File: config.mk
export PLATFORM = sky130hd
export DESIGN_NAME = prio_resolver
export DESIGN_NICKNAME = d
export VERILOG_FILES = /design/src/rtl/prio_pkg.sv /design/src/rtl/prio_first_set.sv /design/src/rtl/prio_req_capture.sv /design/src/rtl/prio_service.sv /design/src/rtl/prio_resolver.sv
export SDC_FILE = /design/constraint.sdc
export NUM_CORES = 1
export LEC_CHECK = 0
export BUFFER_PORTS_ARGS = -buffer_cell sky130_fd_sc_hd__buf_2
export CAP_MARGIN = 25
export CORE_UTILIZATION = 35
export CTS_BUF_LIST = sky130_fd_sc_hd__clkbuf_16
export CTS_CLUSTER_DIAMETER = 80
export DETAILED_ROUTE_END_ITERATION = 16
export GPL_ROUTABILITY_DRIVEN = 1
export PLACE_DENSITY = 0.59
export SETUP_SLACK_MARGIN = 0.02
export SYNTH_ARGS = -nofsm -noshare
export SYNTH_HDL_FRONTEND = slang
export SYNTH_SLANG_ARGS = --single-unit
export TNS_END_PERCENT = 1
File: constraint.sdc
create_clock -name clk -period 3.55 [get_ports clk]
set_input_delay 0.5325 -clock clk [delete_from_list [all_inputs] [get_ports clk]]
set_output_delay 0.5325 -clock clk [all_outputs]
set_load 0.02 [all_outputs]
File: src/rtl/prio_pkg.sv
package prio_pkg;
  parameter int unsigned PRIO_LINES_DEF = 8;
  parameter int unsigned PRIO_VEC_W_DEF = 8;

  typedef enum logic [1:0] {
    ACK_IDLE     = 2'd0,
    ACK_GRANT    = 2'd1,
    ACK_SPURIOUS = 2'd2
  } ack_kind_e;
endpackage

File: src/rtl/prio_first_set.sv
module prio_first_set #(
  parameter int unsigned N  = 8,
  parameter int unsigned IW = (N > 1) ? $clog2(N) : 1
) (
  input  logic [N-1:0]  bits_i,
  output logic          found_o,
  output logic [IW-1:0] idx_o
);
  always_comb begin
    found_o = 1'b0;
    idx_o   = '0;
    for (int i = N - 1; i >= 0; i--) begin
      if (bits_i[i]) begin
        found_o = 1'b1;
        idx_o   = IW'(i);
      end
    end
  end
endmodule

File: src/rtl/prio_req_capture.sv
module prio_req_capture #(
  parameter int unsigned N = 8
) (
  input  logic         clk,
  input  logic         rst_ni,
  input  logic [N-1:0] req_i,
  input  logic [N-1:0] take_i,
  output logic [N-1:0] irr_o
);
  logic [N-1:0] req_q;
  logic [N-1:0] irr_q;
  logic [N-1:0] rise;

  assign rise  = req_i & ~req_q;
  assign irr_o = irr_q;

  always_ff @(posedge clk or negedge rst_ni) begin
    if (!rst_ni) begin
      req_q <= '0;
      irr_q <= '0;
    end else begin
      req_q <= req_i;
      irr_q <= rise | (irr_q & req_i & ~take_i);
    end
  end

  // a line that was low leaves no pending bit behind
  a_r1_low_clears: assert property (@(posedge clk) disable iff (!rst_ni)
    1'b1 |=> ((irr_o & ~$past(req_i)) == '0));

  // a line that was low and is now high is pending
  a_r1_rise_sets: assert property (@(posedge clk) disable iff (!rst_ni)
    1'b1 |=> ((req_q & ~$past(req_q) & ~irr_o) == '0));
endmodule

File: src/rtl/prio_service.sv
module prio_service #(
  parameter int unsigned N  = 8,
  parameter int unsigned IW = (N > 1) ? $clog2(N) : 1
) (
  input  logic          clk,
  input  logic          rst_ni,
  input  logic [N-1:0]  set_i,
  input  logic          eoi_spec_i,
  input  logic          eoi_any_i,
  input  logic [IW-1:0] eoi_level_i,
  output logic [N-1:0]  isr_o,
  output logic          top_found_o,
  output logic [IW-1:0] top_idx_o
);
  logic [N-1:0] isr_q;
  logic [N-1:0] clr_spec;
  logic [N-1:0] clr_any;
  logic [N-1:0] one;

  assign one   = N'(1);
  assign isr_o = isr_q;

  prio_first_set #(.N(N), .IW(IW)) u_top (
    .bits_i  (isr_q),
    .found_o (top_found_o),
    .idx_o   (top_idx_o)
  );

  assign clr_spec = eoi_spec_i ? (one << eoi_level_i) : '0;
  assign clr_any  = (eoi_any_i && top_found_o) ? (one << top_idx_o) : '0;

  always_ff @(posedge clk or negedge rst_ni) begin
    if (!rst_ni) isr_q <= '0;
    else         isr_q <= (isr_q & ~(clr_spec | clr_any)) | set_i;
  end

  // specific retire touches exactly the named level
  a_r7_spec_only: assert property (@(posedge clk) disable iff (!rst_ni)
    (eoi_spec_i && !eoi_any_i && set_i == '0) |=>
      (!isr_o[$past(eoi_level_i)] &&
       (((isr_o ^ $past(isr_o)) & ~(one << $past(eoi_level_i))) == '0)));

  // non-specific retire removes exactly one bit, the lowest set one
  a_r8_any_one: assert property (@(posedge clk) disable iff (!rst_ni)
    (eoi_any_i && !eoi_spec_i && set_i == '0 && isr_o != '0) |=>
      ($countones(isr_o) + 1 == $countones($past(isr_o)) &&
       ((isr_o & ($past(isr_o) - 1'b1)) == isr_o)));
endmodule

File: src/rtl/prio_resolver.sv
module prio_resolver
  import prio_pkg::*;
#(
  parameter int unsigned LINES = PRIO_LINES_DEF,
  parameter int unsigned VEC_W = PRIO_VEC_W_DEF,
  parameter int unsigned IDX_W = (LINES > 1) ? $clog2(LINES) : 1
) (
  input  logic             clk,
  input  logic             rst_ni,
  input  logic [LINES-1:0] req_i,
  input  logic [LINES-1:0] mask_i,
  input  logic [VEC_W-1:0] base_i,
  input  logic             ack_i,
  input  logic             eoi_spec_i,
  input  logic             eoi_any_i,
  input  logic [IDX_W-1:0] eoi_level_i,
  output logic             irq_o,
  output logic [VEC_W-1:0] vec_o,
  output logic             vec_vld_o,
  output logic [LINES-1:0] irr_o,
  output logic [LINES-1:0] isr_o
);
  localparam logic [VEC_W-1:0] SPUR_OFS = VEC_W'(LINES - 1);

  logic [LINES-1:0] pend;
  logic             pend_found;
  logic [IDX_W-1:0] pend_idx;
  logic             isr_found;
  logic [IDX_W-1:0] isr_idx;
  logic             eligible;
  logic [LINES-1:0] grant;
  ack_kind_e        ack_kind;
  logic [VEC_W-1:0] vec_q;
  logic             vld_q;

  prio_req_capture #(.N(LINES)) u_cap (
    .clk    (clk),
    .rst_ni (rst_ni),
    .req_i  (req_i),
    .take_i (grant),
    .irr_o  (irr_o)
  );

  assign pend = irr_o & ~mask_i;

  prio_first_set #(.N(LINES), .IW(IDX_W)) u_pick (
    .bits_i  (pend),
    .found_o (pend_found),
    .idx_o   (pend_idx)
  );

  prio_service #(.N(LINES), .IW(IDX_W)) u_svc (
    .clk         (clk),
    .rst_ni      (rst_ni),
    .set_i       (grant),
    .eoi_spec_i  (eoi_spec_i),
    .eoi_any_i   (eoi_any_i),
    .eoi_level_i (eoi_level_i),
    .isr_o       (isr_o),
    .top_found_o (isr_found),
    .top_idx_o   (isr_idx)
  );

  assign eligible = pend_found && (!isr_found || (pend_idx < isr_idx));
  assign irq_o    = eligible;

  always_comb begin
    if (!ack_i)        ack_kind = ACK_IDLE;
    else if (eligible) ack_kind = ACK_GRANT;
    else               ack_kind = ACK_SPURIOUS;
  end

  assign grant = (ack_kind == ACK_GRANT) ? (LINES'(1) << pend_idx) : '0;

  always_ff @(posedge clk or negedge rst_ni) begin
    if (!rst_ni) begin
      vec_q <= '0;
      vld_q <= 1'b0;
    end else begin
      vld_q <= ack_i;
      case (ack_kind)
        ACK_GRANT:    vec_q <= base_i + VEC_W'(pend_idx);
        ACK_SPURIOUS: vec_q <= base_i + SPUR_OFS;
        default:      vec_q <= vec_q;
      endcase
    end
  end

  assign vec_o     = vec_q;
  assign vec_vld_o = vld_q;

  // an interrupt implies some unmasked pending line
  a_r2_irq_has_source: assert property (@(posedge clk) disable iff (!rst_ni)
    irq_o |-> ((irr_o & ~mask_i) != '0));

  // valid is a one-cycle echo of the acknowledge
  a_r4_vld_follows_ack: assert property (@(posedge clk) disable iff (!rst_ni)
    1'b1 |=> (vec_vld_o == $past(ack_i)));

  // a granted acknowledge grows the in-service set by one
  a_r5_grant_sets_isr: assert property (@(posedge clk) disable iff (!rst_ni)
    (ack_i && irq_o && !eoi_spec_i && !eoi_any_i) |=>
      ($countones(isr_o) == $countones($past(isr_o)) + 1));

  // a spurious acknowledge keeps service state and returns the last slot
  a_r6_spurious: assert property (@(posedge clk) disable iff (!rst_ni)
    (ack_i && !irq_o && !eoi_spec_i && !eoi_any_i) |=>
      ($stable(isr_o) && vec_o == $past(base_i) + SPUR_OFS));
endmodule

==> flow_summary.yaml <==
die:
  initial_core_util_pct: 36.4
  rows: 26
  io_pins: 58
  die-area_sq_mm: 0.00560
  coreArea_sq_mm: 0.00511
  fp.dieW_um: 74.8
  chipHeight_um: 74.8
logic_synthesis:
  synth-xor-area-share_pct: 2.83
  synth-compound-area-share_pct: 23.5
  synth_edf_count: 0
  yosysTopAreaCellShare_pct: 44.5
  yosys_warnings: 0
  yosys-top-cells-area: "dfrtp_1 44%, nor2_1 3.8%, a21oi_1 3.8%"
  synth_cells: 188
  netlist-cell-type-count: 50
  synthSimpleGateAreaFrac_pct: 19.9
  synthMuxAreaShare_pct: 1.82
  async_flop_share_pct: 100
  synth_fp_nets: 226
  synth-adder-area-share_pct: 4.45
  yosysSeqAreaShare_pct: 44.5
  synthesis.area_sq_mm: 0.00186
  synth_ff_type: "dfrtp_1"
  synth.avg_cell_area_sq_um: 9.88
  ys_seq_elements: 33
  synth_top_family_by_area: "compound AO/OA/AOI/OAI gates"
  synth_top_area_cell: "dfrtp_1"
global_routing:
  grtUsageTotal_pct: 16.9
  grt_pass1_wl_um: 7010
  grt_max_degree: 34
  grt_antenna_before_repair: 0
  grt-ovfl-total: 0
  grt_pass1_vias: 1530
setup_path:
  rr_endpoint: "vec_o[6]"
  cp_top_family: "compound AO/OA/AOI/OAI gates"
  cp_num_buf_inv: 0
  crit_path_start: "u_cap.irr_o[1]"
  cp_slowest_cell: "dfrtp_1"
  path_max_fanout: 4
  slowest_delay_ns: 0.38
  ff2ff_path_depth: 16
  arrival_ns: 3.45
  crit_chain: "and2b_2 -> or2_2 -> nor2_2 -> o21a_1 -> ha_1 -> o21a_1 -> o22a_1 -> a21oi_1 -> o21ai_0 -> ha_2 -> fa_2 -> a21oi_2 -> nor2b_1 -> nand3_1 -> xor2_1 -> a21oi_1"
  end_kind: "register"
  reg2reg_slack_ns: 0.24
  crit_type: "register to register"
  worstPathRequired_ns: 3.69
  crit_end: "vec_o[6]"
  cp_num_cells: 16
  start_kind: "register"
  reg2reg_from: "u_cap.irr_o[1]"
sta:
  finalSetupViolCount: 0
  hold_ws_ns: 0.334
  tns_ns: 0
  max_freq_mhz: 302
  fin_ws_ns: 0.242
  skew_ns: 0.00709
  slew_headroom_pct: 49.0
  slew_viol_final: 0
  worst_pin_slew_ns: 0.765
  fin_crit_ns: 3.31
  min_period_over_period_pct: 93.2
  rsz0062_at_grt: "false"
  finalHoldViolCount: 0
clocking:
  cts_setup_buffers: 0
  cts.path.max_buffers: 2
  root_buffer: "clkbuf_16"
  clkLatencyLatePin_ns: 0.27
  clk_pin_slew_ns: 0.05
  numCtsBuffers: 5
  cts_tree: "done"
  htreeDepth: 2
  clock-sinks: 33
cells_and_area:
  fin_area_sq_mm: 0.00241
  areaGrowthSynthToFinish_pct: 30.1
  layout.nets: 294
  drive_gt1_share_pct: 37.3
  n_antenna_cell: 0
route:
  drt-initial-drc-count: 93
  drc: 0
  wl_per_cell_um: 13.6
  via_count: 1663
  via_per_inst: 5.12
  first_pass_iters: 4
  routed_wl_um: 4410
  postRouteAntennaNets: 0
pwr:
  p_leak_uw: 0.00116
  p_total_uw: 1850
  vdd_drop_max_v: 0.000260
  p_per_area_mw_per_mm2: 766
placed_design:
  numPortBuffers: 57
  dpl_worst_slack_ns: -0.0556
  placed_cell_area_sq_mm: 0.00227
  gp_congestion: 0.839
  dp_hpwl_um: 3360
run_status:
  outcome: "completed"
flow_run:
  cap_violations: 0
worst_hold_path:
  hold_path_class: "primary input to async pin"
[flip-flops by register name (all words and copies together) (netlist names)]
name and cells:
u_cap.req_q 8, vec_vld_o 1, u_cap.irr_o 8, u_svc.isr_o 8
vec_o 8
[through the flow]
stage          std cells  utilization, %
2_1_floorplan        188               -
3_3_place_gp         319            44.4
3_5_place_dp         319            44.4
4_1_cts              325            47.0
5_1_grt              325            47.3
6_report             325            47.3
[repair_timing]
| action | in CTS | in global routing |
|---|---|---|
| endpoints found under the setup margin | 0 | 4 |
| hold buffers | 0 | 0 |
| gates resized for setup | 0 | 5 |
[worst min path at each step]
| stage | slack, ns | start | to |
|---|---|---|---|
| after floorplan | 0.24 | rst_ni | u_cap.irr_o[0] |
| after global placement | 0.40 | u_cap.req_q[7] | u_cap.irr_o[7] |
| after detailed placement | 0.41 | u_cap.req_q[7] | u_cap.irr_o[7] |
| after CTS | 0.36 | rst_ni | vec_o[6] |
| after global routing | 0.37 | req_i[2] | u_cap.req_q[2] |
| final | 0.33 | rst_ni | u_cap.irr_o[3] |
[cells by family after synthesis]
kind of cell	count (synthesis)
adder cells (fa/ha/maj)	6
AO/OA/AOI/OAI	61
AND/OR/NAND/NOR	64
XOR/XNOR	6
multiplexers	3
buffers and inverters	15
flip-flops	33
[cells in the final DEF, fill, tap and decap left out, types with 3 or more instances in the layout]
cell type	count
buf_4	7
a21oi_1	12
nand2_1	9
inv_1	12
nand2b_1	4
nor3_1	6
o31ai_1	3
a21o_1	3
o21ai_0	10
ha_1	4
and2b_2	3
mux2_2	3
o21ai_1	3
xnor2_1	5
nand3_1	4
buf_2	57
nor2b_1	4
a31oi_1	7
nor2_1	18
clkbuf_16	5
dfrtp_1	33
[cell type report]
cell class,count,area [sq um]
fillers,514,2690
multi-input cells,140,988
flip-flops and latches,33,826
repair buffers,64,338
clock buffers,5,125
well taps,70,87.6
inverters,12,45.0
clock inverters,1,5.00
[cells in the mapped netlist (2+ instances only)]
| master | number |
|---|---|
| a21o_1 | 3 |
| a21oi_1 | 14 |
| a31oi_1 | 7 |
| a32o_1 | 2 |
| and2b_2 | 3 |
| clkbuf_1 | 2 |
| dfrtp_1 | 33 |
| ha_1 | 5 |
| inv_1 | 12 |
| mux2_2 | 3 |
| nand2_1 | 9 |
| nand2b_1 | 4 |
| nand2b_4 | 2 |
| nand3_1 | 4 |
| nor2_1 | 19 |
| nor2b_1 | 4 |
| nor3_1 | 6 |
| o21a_1 | 2 |
| o21ai_0 | 10 |
| o21ai_1 | 3 |
| o221ai_1 | 2 |
| o22a_1 | 2 |
| o2bb2ai_1 | 2 |
| o31ai_1 | 3 |
| or2_1 | 2 |
| or2_2 | 2 |
| xnor2_1 | 5 |
[metal layers]
layer  wire length (um)  track usage, %  vias up
li1                   -               -      814
met1               2050            22.8      804
met2               2160            26.4       39
met3                161            4.42        6
met4                 38            5.66        0
met5                  0               0        -
[power by group]
group / internal, uW / leakage (uW) / total (uW) / switching (uW)
registers: 453 / 0.000404 / 523 / 70.2
clock network: 250 / 0.0000655 / 393 / 144
logic: 396 / 0.000693 / 935 / 539
total: 1100 / 0.00116 / 1850 / 752
[worst register-to-register path, cell delays in order (launching register included)]
cell and delay (ns):
dfrtp_1 0.38, and2b_2 0.21, or2_2 0.33, nor2_2 0.13
o21a_1 0.16, ha_1 0.26, o21a_1 0.13, o22a_1 0.20
a21oi_1 0.15, o21ai_0 0.10, ha_2 0.23, fa_2 0.35
a21oi_2 0.12, nor2b_1 0.07, nand3_1 0.10, xor2_1 0.15
a21oi_1 0.09
Note: power is estimated with default switching activity, not from simulation.
